File: src/rtl/cas_pkg.sv
package cas_pkg;
  typedef enum logic [2:0] {
    S_IDLE  = 3'd0,
    S_READ  = 3'd1,
    S_CMP   = 3'd2,
    S_WRITE = 3'd3,
    S_DONE  = 3'd4
  } cas_state_e;
endpackage

File: src/rtl/cas_cmp_reg.sv
module cas_cmp_reg #(
  parameter int DW     = 32,
  parameter int SR_AW  = 8,
  parameter int SR_NUM = 12
) (
  input  logic             clk_i,
  input  logic             rst_ni,
  input  logic             busy_i,
  input  logic             we_i,
  input  logic [SR_AW-1:0] waddr_i,
  input  logic [DW-1:0]    wdata_i,
  input  logic [SR_AW-1:0] raddr_i,
  output logic [DW-1:0]    rdata_o,
  output logic [DW-1:0]    cmp_o,
  output logic             stall_o
);
  localparam logic [SR_AW-1:0] SelNum = SR_AW'(SR_NUM);

  logic [DW-1:0] cmp_q;
  logic          hit_w;

  assign hit_w   = we_i && (waddr_i == SelNum);
  assign stall_o = hit_w && busy_i;
  assign cmp_o   = cmp_q;
  assign rdata_o = (raddr_i == SelNum) ? cmp_q : '0;

  always_ff @(posedge clk_i or negedge rst_ni) begin
    if (!rst_ni)              cmp_q <= '0;
    else if (hit_w && !busy_i) cmp_q <= wdata_i;
  end


  cmp_frozen_chk: assert property (@(posedge clk_i) disable iff (!rst_ni)
    busy_i |=> $stable(cmp_q));
endmodule

File: src/rtl/cas_addr_gen.sv
module cas_addr_gen #(
  parameter int AW    = 32,
  parameter int OFF_W = 8
) (
  input  logic [AW-1:0]    base_i,
  input  logic [OFF_W-1:0] offset_i,
  output logic [AW-1:0]    addr_o,
  output logic             misalign_o
);
  logic [AW-1:0] off_ext;
  assign off_ext    = AW'(offset_i) << 2;
  assign addr_o     = base_i + off_ext;
  assign misalign_o = |addr_o[1:0];
endmodule

File: src/rtl/cas_seq.sv
module cas_seq
  import cas_pkg::*;
#(
  parameter int AW = 32,
  parameter int DW = 32
) (
  input  logic          clk_i,
  input  logic          rst_ni,
  input  logic          start_i,
  input  logic          legal_i,
  input  logic          misalign_i,
  input  logic [AW-1:0] addr_i,
  input  logic [DW-1:0] data_i,
  input  logic [DW-1:0] cmp_i,
  input  logic [DW-1:0] mem_rdata_i,
  output logic          mem_req_o,
  output logic          mem_we_o,
  output logic [AW-1:0] mem_addr_o,
  output logic [DW-1:0] mem_wdata_o,
  output logic          mem_lock_o,
  output logic          busy_o,
  output logic          done_o,
  output logic [DW-1:0] result_o,
  output logic          stored_o,
  output logic          align_err_o,
  output logic          illegal_o
);
  cas_state_e    state_q;
  logic [AW-1:0] addr_q;
  logic [DW-1:0] data_q, old_q;
  logic          stored_q, align_q, ill_q;

  always_ff @(posedge clk_i or negedge rst_ni) begin
    if (!rst_ni) begin
      state_q  <= S_IDLE;
      addr_q   <= '0;
      data_q   <= '0;
      old_q    <= '0;
      stored_q <= 1'b0;
      align_q  <= 1'b0;
      ill_q    <= 1'b0;
    end else begin
      unique case (state_q)
        S_IDLE: if (start_i) begin
          addr_q   <= addr_i;
          data_q   <= data_i;   // captured before the read overwrites the register
          old_q    <= '0;
          stored_q <= 1'b0;
          align_q  <= legal_i && misalign_i;
          ill_q    <= !legal_i;
          state_q  <= (!legal_i || misalign_i) ? S_DONE : S_READ;
        end
        S_READ: state_q <= S_CMP;
        S_CMP: begin
          old_q <= mem_rdata_i;
          if (mem_rdata_i == cmp_i) begin
            stored_q <= 1'b1;
            state_q  <= S_WRITE;
          end else begin
            state_q <= S_DONE;
          end
        end
        S_WRITE: state_q <= S_DONE;
        default: state_q <= S_IDLE;
      endcase
    end
  end

  assign mem_req_o   = (state_q == S_READ) || (state_q == S_WRITE);
  assign mem_we_o    = (state_q == S_WRITE);
  assign mem_addr_o  = addr_q;
  assign mem_wdata_o = data_q;
  assign mem_lock_o  = (state_q == S_READ) || (state_q == S_CMP) || (state_q == S_WRITE);
  assign busy_o      = (state_q != S_IDLE);
  assign done_o      = (state_q == S_DONE);
  assign result_o    = old_q;
  assign stored_o    = stored_q;
  assign align_err_o = align_q;
  assign illegal_o   = ill_q;


  no_store_on_miss_chk: assert property (@(posedge clk_i) disable iff (!rst_ni)
    (state_q == S_CMP && mem_rdata_i != cmp_i) |=> !mem_we_o);

  wr_after_cmp_chk: assert property (@(posedge clk_i) disable iff (!rst_ni)
    mem_we_o |-> ($past(state_q) == S_CMP && $past(mem_lock_o)));

  misalign_skip_chk: assert property (@(posedge clk_i) disable iff (!rst_ni)
    (state_q == S_IDLE && start_i && legal_i && misalign_i) |=> (!mem_req_o && align_err_o));

  start_ignored_chk: assert property (@(posedge clk_i) disable iff (!rst_ni)
    (busy_o && start_i) |=> ($stable(addr_q) && $stable(data_q)));

  done_pulse_chk: assert property (@(posedge clk_i) disable iff (!rst_ni)
    done_o |=> !done_o);
endmodule

File: src/rtl/cas_unit.sv
module cas_unit #(
  parameter int AW       = 32,
  parameter int DW       = 32,
  parameter int OFF_W    = 8,
  parameter int SR_AW    = 8,
  parameter int SR_NUM   = 12,
  parameter bit SYNC_OPT = 1'b1
) (
  input  logic             clk_i,
  input  logic             rst_ni,
  input  logic             start_i,
  input  logic [AW-1:0]    base_i,
  input  logic [OFF_W-1:0] offset_i,
  input  logic [DW-1:0]    data_i,
  input  logic             sr_we_i,
  input  logic [SR_AW-1:0] sr_waddr_i,
  input  logic [DW-1:0]    sr_wdata_i,
  input  logic [SR_AW-1:0] sr_raddr_i,
  output logic [DW-1:0]    sr_rdata_o,
  output logic             sr_stall_o,
  output logic             mem_req_o,
  output logic             mem_we_o,
  output logic [AW-1:0]    mem_addr_o,
  output logic [DW-1:0]    mem_wdata_o,
  input  logic [DW-1:0]    mem_rdata_i,
  output logic             mem_lock_o,
  output logic             busy_o,
  output logic             done_o,
  output logic [DW-1:0]    result_o,
  output logic             stored_o,
  output logic             align_err_o,
  output logic             illegal_o
);
  logic [AW-1:0] addr_w;
  logic          misalign_w, legal_w, busy_w;
  logic [DW-1:0] cmp_w;

  generate
    if (SYNC_OPT) begin : g_sync
      assign legal_w = 1'b1;
    end else begin : g_nosync
      assign legal_w = 1'b0;
    end
  endgenerate

  cas_addr_gen #(.AW(AW), .OFF_W(OFF_W)) u_addr (
    .base_i     (base_i),
    .offset_i   (offset_i),
    .addr_o     (addr_w),
    .misalign_o (misalign_w)
  );

  cas_cmp_reg #(.DW(DW), .SR_AW(SR_AW), .SR_NUM(SR_NUM)) u_cmp (
    .clk_i   (clk_i),
    .rst_ni  (rst_ni),
    .busy_i  (busy_w),
    .we_i    (sr_we_i),
    .waddr_i (sr_waddr_i),
    .wdata_i (sr_wdata_i),
    .raddr_i (sr_raddr_i),
    .rdata_o (sr_rdata_o),
    .cmp_o   (cmp_w),
    .stall_o (sr_stall_o)
  );

  cas_seq #(.AW(AW), .DW(DW)) u_seq (
    .clk_i       (clk_i),
    .rst_ni      (rst_ni),
    .start_i     (start_i),
    .legal_i     (legal_w),
    .misalign_i  (misalign_w),
    .addr_i      (addr_w),
    .data_i      (data_i),
    .cmp_i       (cmp_w),
    .mem_rdata_i (mem_rdata_i),
    .mem_req_o   (mem_req_o),
    .mem_we_o    (mem_we_o),
    .mem_addr_o  (mem_addr_o),
    .mem_wdata_o (mem_wdata_o),
    .mem_lock_o  (mem_lock_o),
    .busy_o      (busy_w),
    .done_o      (done_o),
    .result_o    (result_o),
    .stored_o    (stored_o),
    .align_err_o (align_err_o),
    .illegal_o   (illegal_o)
  );

  assign busy_o = busy_w;


  req_locked_chk: assert property (@(posedge clk_i) disable iff (!rst_ni)
    mem_req_o |-> mem_lock_o);
endmodule

File: config.mk
export PLATFORM = sky130hd
export DESIGN_NAME = cas_unit
export DESIGN_NICKNAME = d
export VERILOG_FILES = /design/src/rtl/cas_pkg.sv /design/src/rtl/cas_cmp_reg.sv /design/src/rtl/cas_addr_gen.sv /design/src/rtl/cas_seq.sv /design/src/rtl/cas_unit.sv
export SDC_FILE = /design/constraint.sdc
export NUM_CORES = 1
export LEC_CHECK = 0
export ABC_AREA = 1
export BUFFER_PORTS_ARGS = -buffer_cell sky130_fd_sc_hd__buf_2
export CELL_PAD_IN_SITES_DETAIL_PLACEMENT = 1
export CELL_PAD_IN_SITES_GLOBAL_PLACEMENT = 2
export CORE_MARGIN = 4
export CORE_UTILIZATION = 23
export CTS_CLUSTER_SIZE = 14
export DETAILED_ROUTE_END_ITERATION = 10
export GPL_TIMING_DRIVEN = 1
export PLACE_DENSITY_LB_ADDON = 0.1
export SKIP_LAST_GASP = 1
export SLEW_MARGIN = 40
export SYNTH_ARGS = -nofsm -noshare
export SYNTH_HDL_FRONTEND = slang
export SYNTH_SLANG_ARGS = --single-unit
export TNS_END_PERCENT = 5
File: constraint.sdc
create_clock -name clk_i -period 1.3 [get_ports clk_i]
set_input_delay 0.065 -clock clk_i [delete_from_list [all_inputs] [get_ports clk_i]]
set_output_delay 0.065 -clock clk_i [all_outputs]
set_load 0.1 [all_outputs]
; After elaboration in Yosys (flattened, before gate mapping)
; Index checks and enable logic that the tools add are counted.
[op_classes]
muxes = 10
reduce_logical = 14
add_sub_neg = 1
eq_ne = 9
[op_table]
columns = operator, n
row1 = 32-bit 2-to-1 mux, 2
row2 = 32-bit case mux with 2 select lines, 1
row3 = 32-bit by 10-bit adder with 32-bit output, 1
row4 = 32-bit == test, 1
row5 = "8-bit by 4-bit == test with 1-bit output, second input constant", 2
row6 = 3-bit case mux with 4 select lines, 1
row7 = 3-bit 2-to-1 mux, 3
row8 = "3-bit by 2-bit == test with 1-bit output, second input constant", 2
row9 = 2-bit AND reduction, 2
row10 = "3-bit by 1-bit == test with 1-bit output, second input constant", 1
row11 = "3-bit == test, second input constant", 1
row12 = 1-bit logical AND, 3
row13 = 3-bit zero test, 1
row14 = 1-bit logical OR, 3
row15 = 3-bit AND reduction, 1
row16 = 3-bit nonzero test, 1
row17 = 1-bit 2-to-1 mux, 2
row18 = "2-bit by 1-bit inequality test with 1-bit output, second input constant", 1
row19 = "2-bit inequality test, second input constant", 1
row20 = 1-bit case mux with 2 select lines, 1
row21 = 2-bit nonzero test, 1
row22 = 2-bit OR reduction, 1
row23 = 1-bit zero test, 1
[word_totals]
out_inout_bits = 137
reg_bits = 133
elab_cells = 41

; Logic depth before layout (Yosys ltp)
[logic_depth]
word_depth = 5
depth_mapped = 13

; Modules after synthesis
; A second synthesis with hierarchy kept.
[unflattened]
cells_unflattened = 972
hier_area_um2 = 7297.0
[by_module_without_submodules]
columns = module, instances, cells_each, area_per_inst_um2
row1 = cas_seq, 1, 474, 4304.1
row2 = cas_cmp_reg, 1, 224, 1684.1
row3 = cas_addr_gen, 1, 273, 1305.0
row4 = cas_unit, 1, 1, 3.8

; Worst setup path after synthesis
; Ideal clock, no wire load.
[synth_timing]
kind = register to output
from = register u_seq.state_q[0]
to = output port sr_stall_o
path_slack_ps = -882
stages_incl_launch_ff = 6
t_arrival_ps = 2117
required_time_ps = 1235
cell_sequence = dfrtp_1 -> nor2_1 -> inv_2 -> nor2_8 -> inv_1 -> and2_1
[synth_between]
elab_chain_len = 2
[synth_rtl]
columns = item, line
row1 = "start, declared", cas_seq.sv:28  ; cas_state_e state_q;
row2 = "start signal, assigned", cas_seq.sv:51  ; state_q <= (!legal_i || misalign_i) ? S_DONE : S_READ;
row3 = 3-bit nonzero test, cas_seq.sv:74  ; assign busy_o = (state_q != S_IDLE);
row4 = net busy_o, cas_unit.sv:27  ; output logic busy_o,
row5 = 1-bit logical AND, cas_cmp_reg.sv:23  ; assign stall_o = hit_w && busy_i;
row6 = "end, declared", cas_unit.sv:20  ; output logic sr_stall_o,
; The timed path passes the listed nets, and every way through them passes these cells.

; Final worst setup path
[layout_timing]
from = register u_seq.state_q[1]
to = output port busy_o
[layout_between]
elab_chain_len = 1
[layout_rtl]
columns = item, line
row1 = 3-bit nonzero test, cas_seq.sv:74
row2 = "end, declared", cas_unit.sv:27
; Every way passes these cells.

==> flow_summary.ini <==
[synth]
syn_area_per_cell_um2 = 7.45
synth_nets = 1100
ys_ff_latch = 133
synthCells = 935
synth_seq_area_share_pct = 47.8
synth_area_um2 = 6960
ys_types = 38
synth_edf_count = 0
ys.flop_type = dfrtp_1
yosys_warnings = 0
synthArstFlopShare_pct = 100

[grt]
antenna_found_initial = 0
grt_pass1_wl_um = 48600
grt_pass1_vias = 8676
grt_overflow = 0
grt_usage_pct = 18.5
grt_start_max_net_pins = 35

[setup_path]
cp.required_ns = 1.24
startpoint_type = flop
crit_cells = 7
cp.arrival_ns = 1.62
cpMostUsedCell = buf_12
startpoint = u_seq.state_q[1]
crit_path_end_kind = primary output
crit_path_cell_trace = nor2_2 > inv_2 > nor2_8 > buf_12 > clkinvlp_4 > buf_4 > buf_12
slowest_delay_ns = 0.39
r2r_start = u_seq.state_q[1]
cp_slowest_cell = dfrtp_1
cp_top_family = buffers and inverters
crit_path_max_fanout = 3
critPathBufInv = 5
reg2regPathDepth = 9
path_class = reg -> out

[sta]
hold_viol = 0
fin_crit_ns = 1.69
setup_violations = 175
setup_ws_ns = -0.388
skew_ns = 0.00932
slew_viol_final = 0
post-route-period-util_pct = 130
fmax_mhz = 592
worst_slew_pin_slew_ns = 0.533
rsz0062_at_grt = yes
relSlewSlack_pct = 64.7

[route]
drt_first_iter_violations = 246
drc = 0
avgViaCountPerCell = 4.24
ant_nets = 0
wirelength_um = 31300
wl_per_cell_um = 16.7
dr.pass1.iters = 4
vias = 7946

[power_and_ir_drop]
power_mw = 29.0
peakVddDrop_mv = 2.02
pwr_density_cell_nw_per_um2 = 2230
p_leak_nw = 6.72

[floorplanning]
die_h_um = 182
ios = 293
core-area_um2 = 29700
rows = 63
dieWidth_um = 182
start_util_pct = 23.4
die_area_um2 = 33100

[clock_network]
clockBufferDepth = 2
ctsHtreeMaxLevel = 4
cts_tree = done
numCtsBuffers = 17
clock_latency_ns = 0.43
cts_root_buf = clkbuf_16
clk_pin_slew_ns = 0.07
clock_sinks = 133

[cells_and_area]
antenna_cells = 0
fin_nets = 1636
drive_above_1_share_pct = 37.1
fin_area_um2 = 13000
area_delta_synth_final_pct = 86.5

[run_status]
outcome = complete, but fails checks
violations = negative setup slack

[worst_hold_path]
min_from = mem_rdata_i[13]
min_path_cells = 4
min_path_type = in -> reg

[placed_design]
place_area_um2 = 10600
hpwl_um = 22200
gp_congestion = 0.769
numPortBuffers = 291

[run]
cap_violations = 0
through the flow:
step	TNS [ns]	hold slack (ns)	setup slack [ns]	utilization, %	instances
finish	-30.81	0.0272	-0.388	43.7	1874
global route	-49.06	0.0296	-0.474	43.7	1874
CTS	-42.08	0.0133	-0.409	42.6	1858
detailed placement	-33.56	-0.0170	-0.557	35.7	1711
global placement	-35.59	-0.0116	-0.483	35.6	1709
floorplan	-17.15	-0.231	-0.412	-	935
worst min-delay path, delay by kind of cell:
kind                   cells  cell delay (ns)
AOI/OAI and AO/OA          1             0.07
buffers and inverters      3             0.27
cells in the final DEF, fill, tap and decap left out, types with 3 or more instances in the layout:
cell / synthesis / final
o21ai_0: 28 / 28
a22o_1: 13 / 13
dfrtp_1: 133 / 132
nand3b_1: 8 / 8
ha_1: 8 / 8
or2_2: 3 / 3
nand2_2: 2 / 6
inv_6: 0 / 4
nor3_1: 6 / 6
dlygate4sd3_1: 0 / 105
clkinvlp_4: 0 / 5
nor2_1: 74 / 30
a21oi_1: 7 / 7
o21ai_1: 3 / 3
buf_2: 14 / 248
nand4_1: 6 / 6
buf_12: 0 / 54
bufinv_16: 0 / 4
nor2_4: 2 / 34
nor2_2: 0 / 12
nand3_1: 69 / 62
xnor2_1: 20 / 20
nand3_2: 0 / 5
nand2_1: 407 / 401
buf_16: 0 / 6
clkbuf_16: 0 / 21
xor2_1: 5 / 5
inv_1: 91 / 88
inv_2: 3 / 3
buf_4: 9 / 127
logic make-up after synthesis:
kind of cell | count (synthesis) | share of synthesized area [%]
AO/OA/AOI/OAI | 57 | 5.05
XOR/XNOR | 25 | 3.14
adder cells (fa/ha/maj) | 9 | 1.73
buffers and inverters | 126 | 7.65
flip-flops | 133 | 47.8
other | 1 | 0.0539
AND/OR/NAND/NOR | 584 | 34.6
where the power goes:
part | switching (mW) | internal (mW) | total [mW]
clock network | 2.06 | 3.29 | 5.36
registers | 0.777 | 5.46 | 6.24
logic | 13.3 | 4.11 | 17.4
Yosys cell counts, types with 7 or more instances:
master    count  area (um2)
buf_2        14        70.1
a21oi_1       7        35.0
nand3b_1      8        60.1
nor2_1       74         278
dfrtp_1     133        3330
o21ai_0      28         140
a22o_1       13         114
nand2_1     407        1530
xnor2_1      20         175
buf_4         9        67.6
inv_1        91         342
ha_1          8         100
nand3_1      69         345
sequential cells by signal (all words and copies together) (netlist names):
name and flops:
u_seq.result_o 32, u_seq.mem_addr_o 32, u_cmp.cmp_o 32, u_seq.align_err_o 1, u_seq.state_q 3, u_seq.stored_o 1, u_seq.mem_wdata_o 32
area by class of cell:
type,count,area (um2)
clock buffers,19,443
clock inverters,13,194
fillers,3585,16700
inverters,94,362
multi-input cells,676,3470
flip-flops and latches,133,3330
well taps,390,488
repair buffers,549,4690
per-layer routing:
metal / share of wire [%] / GRT usage [%] / vias to the layer above / wire length (um)
li1: - / - / 3978 / -
met1: 43 / 23.2 / 3763 / 13500
met2: 52 / 33.5 / 187 / 16300
met3: 4.1 / 3.45 / 18 / 1280
met4: 0.98 / 3.54 / 0 / 308
met5: 0 / 0 / - / 0
what timing repair did:
item	4_1_cts	5_1_grt
resized for setup	29	35
cloned	6	4
pin swaps	2	10
hold buffers	105	0
setup buffers	4	12
setup endpoints to repair	201	256
hold endpoints to repair	239	0
worst paths after layout:
path | to | slack, ns
min | u_seq.result_o[13] | 0.03
max | busy_o | -0.39
max in group asynchronous | u_seq.mem_wdata_o[17] | 0.67
min reg2reg | u_seq.mem_wdata_o[17] | 0.48
max reg2reg | u_seq.mem_wdata_o[14] | -0.27
min in group asynchronous | u_seq.result_o[5] | 0.10
(Power assumes the default switching activity.)
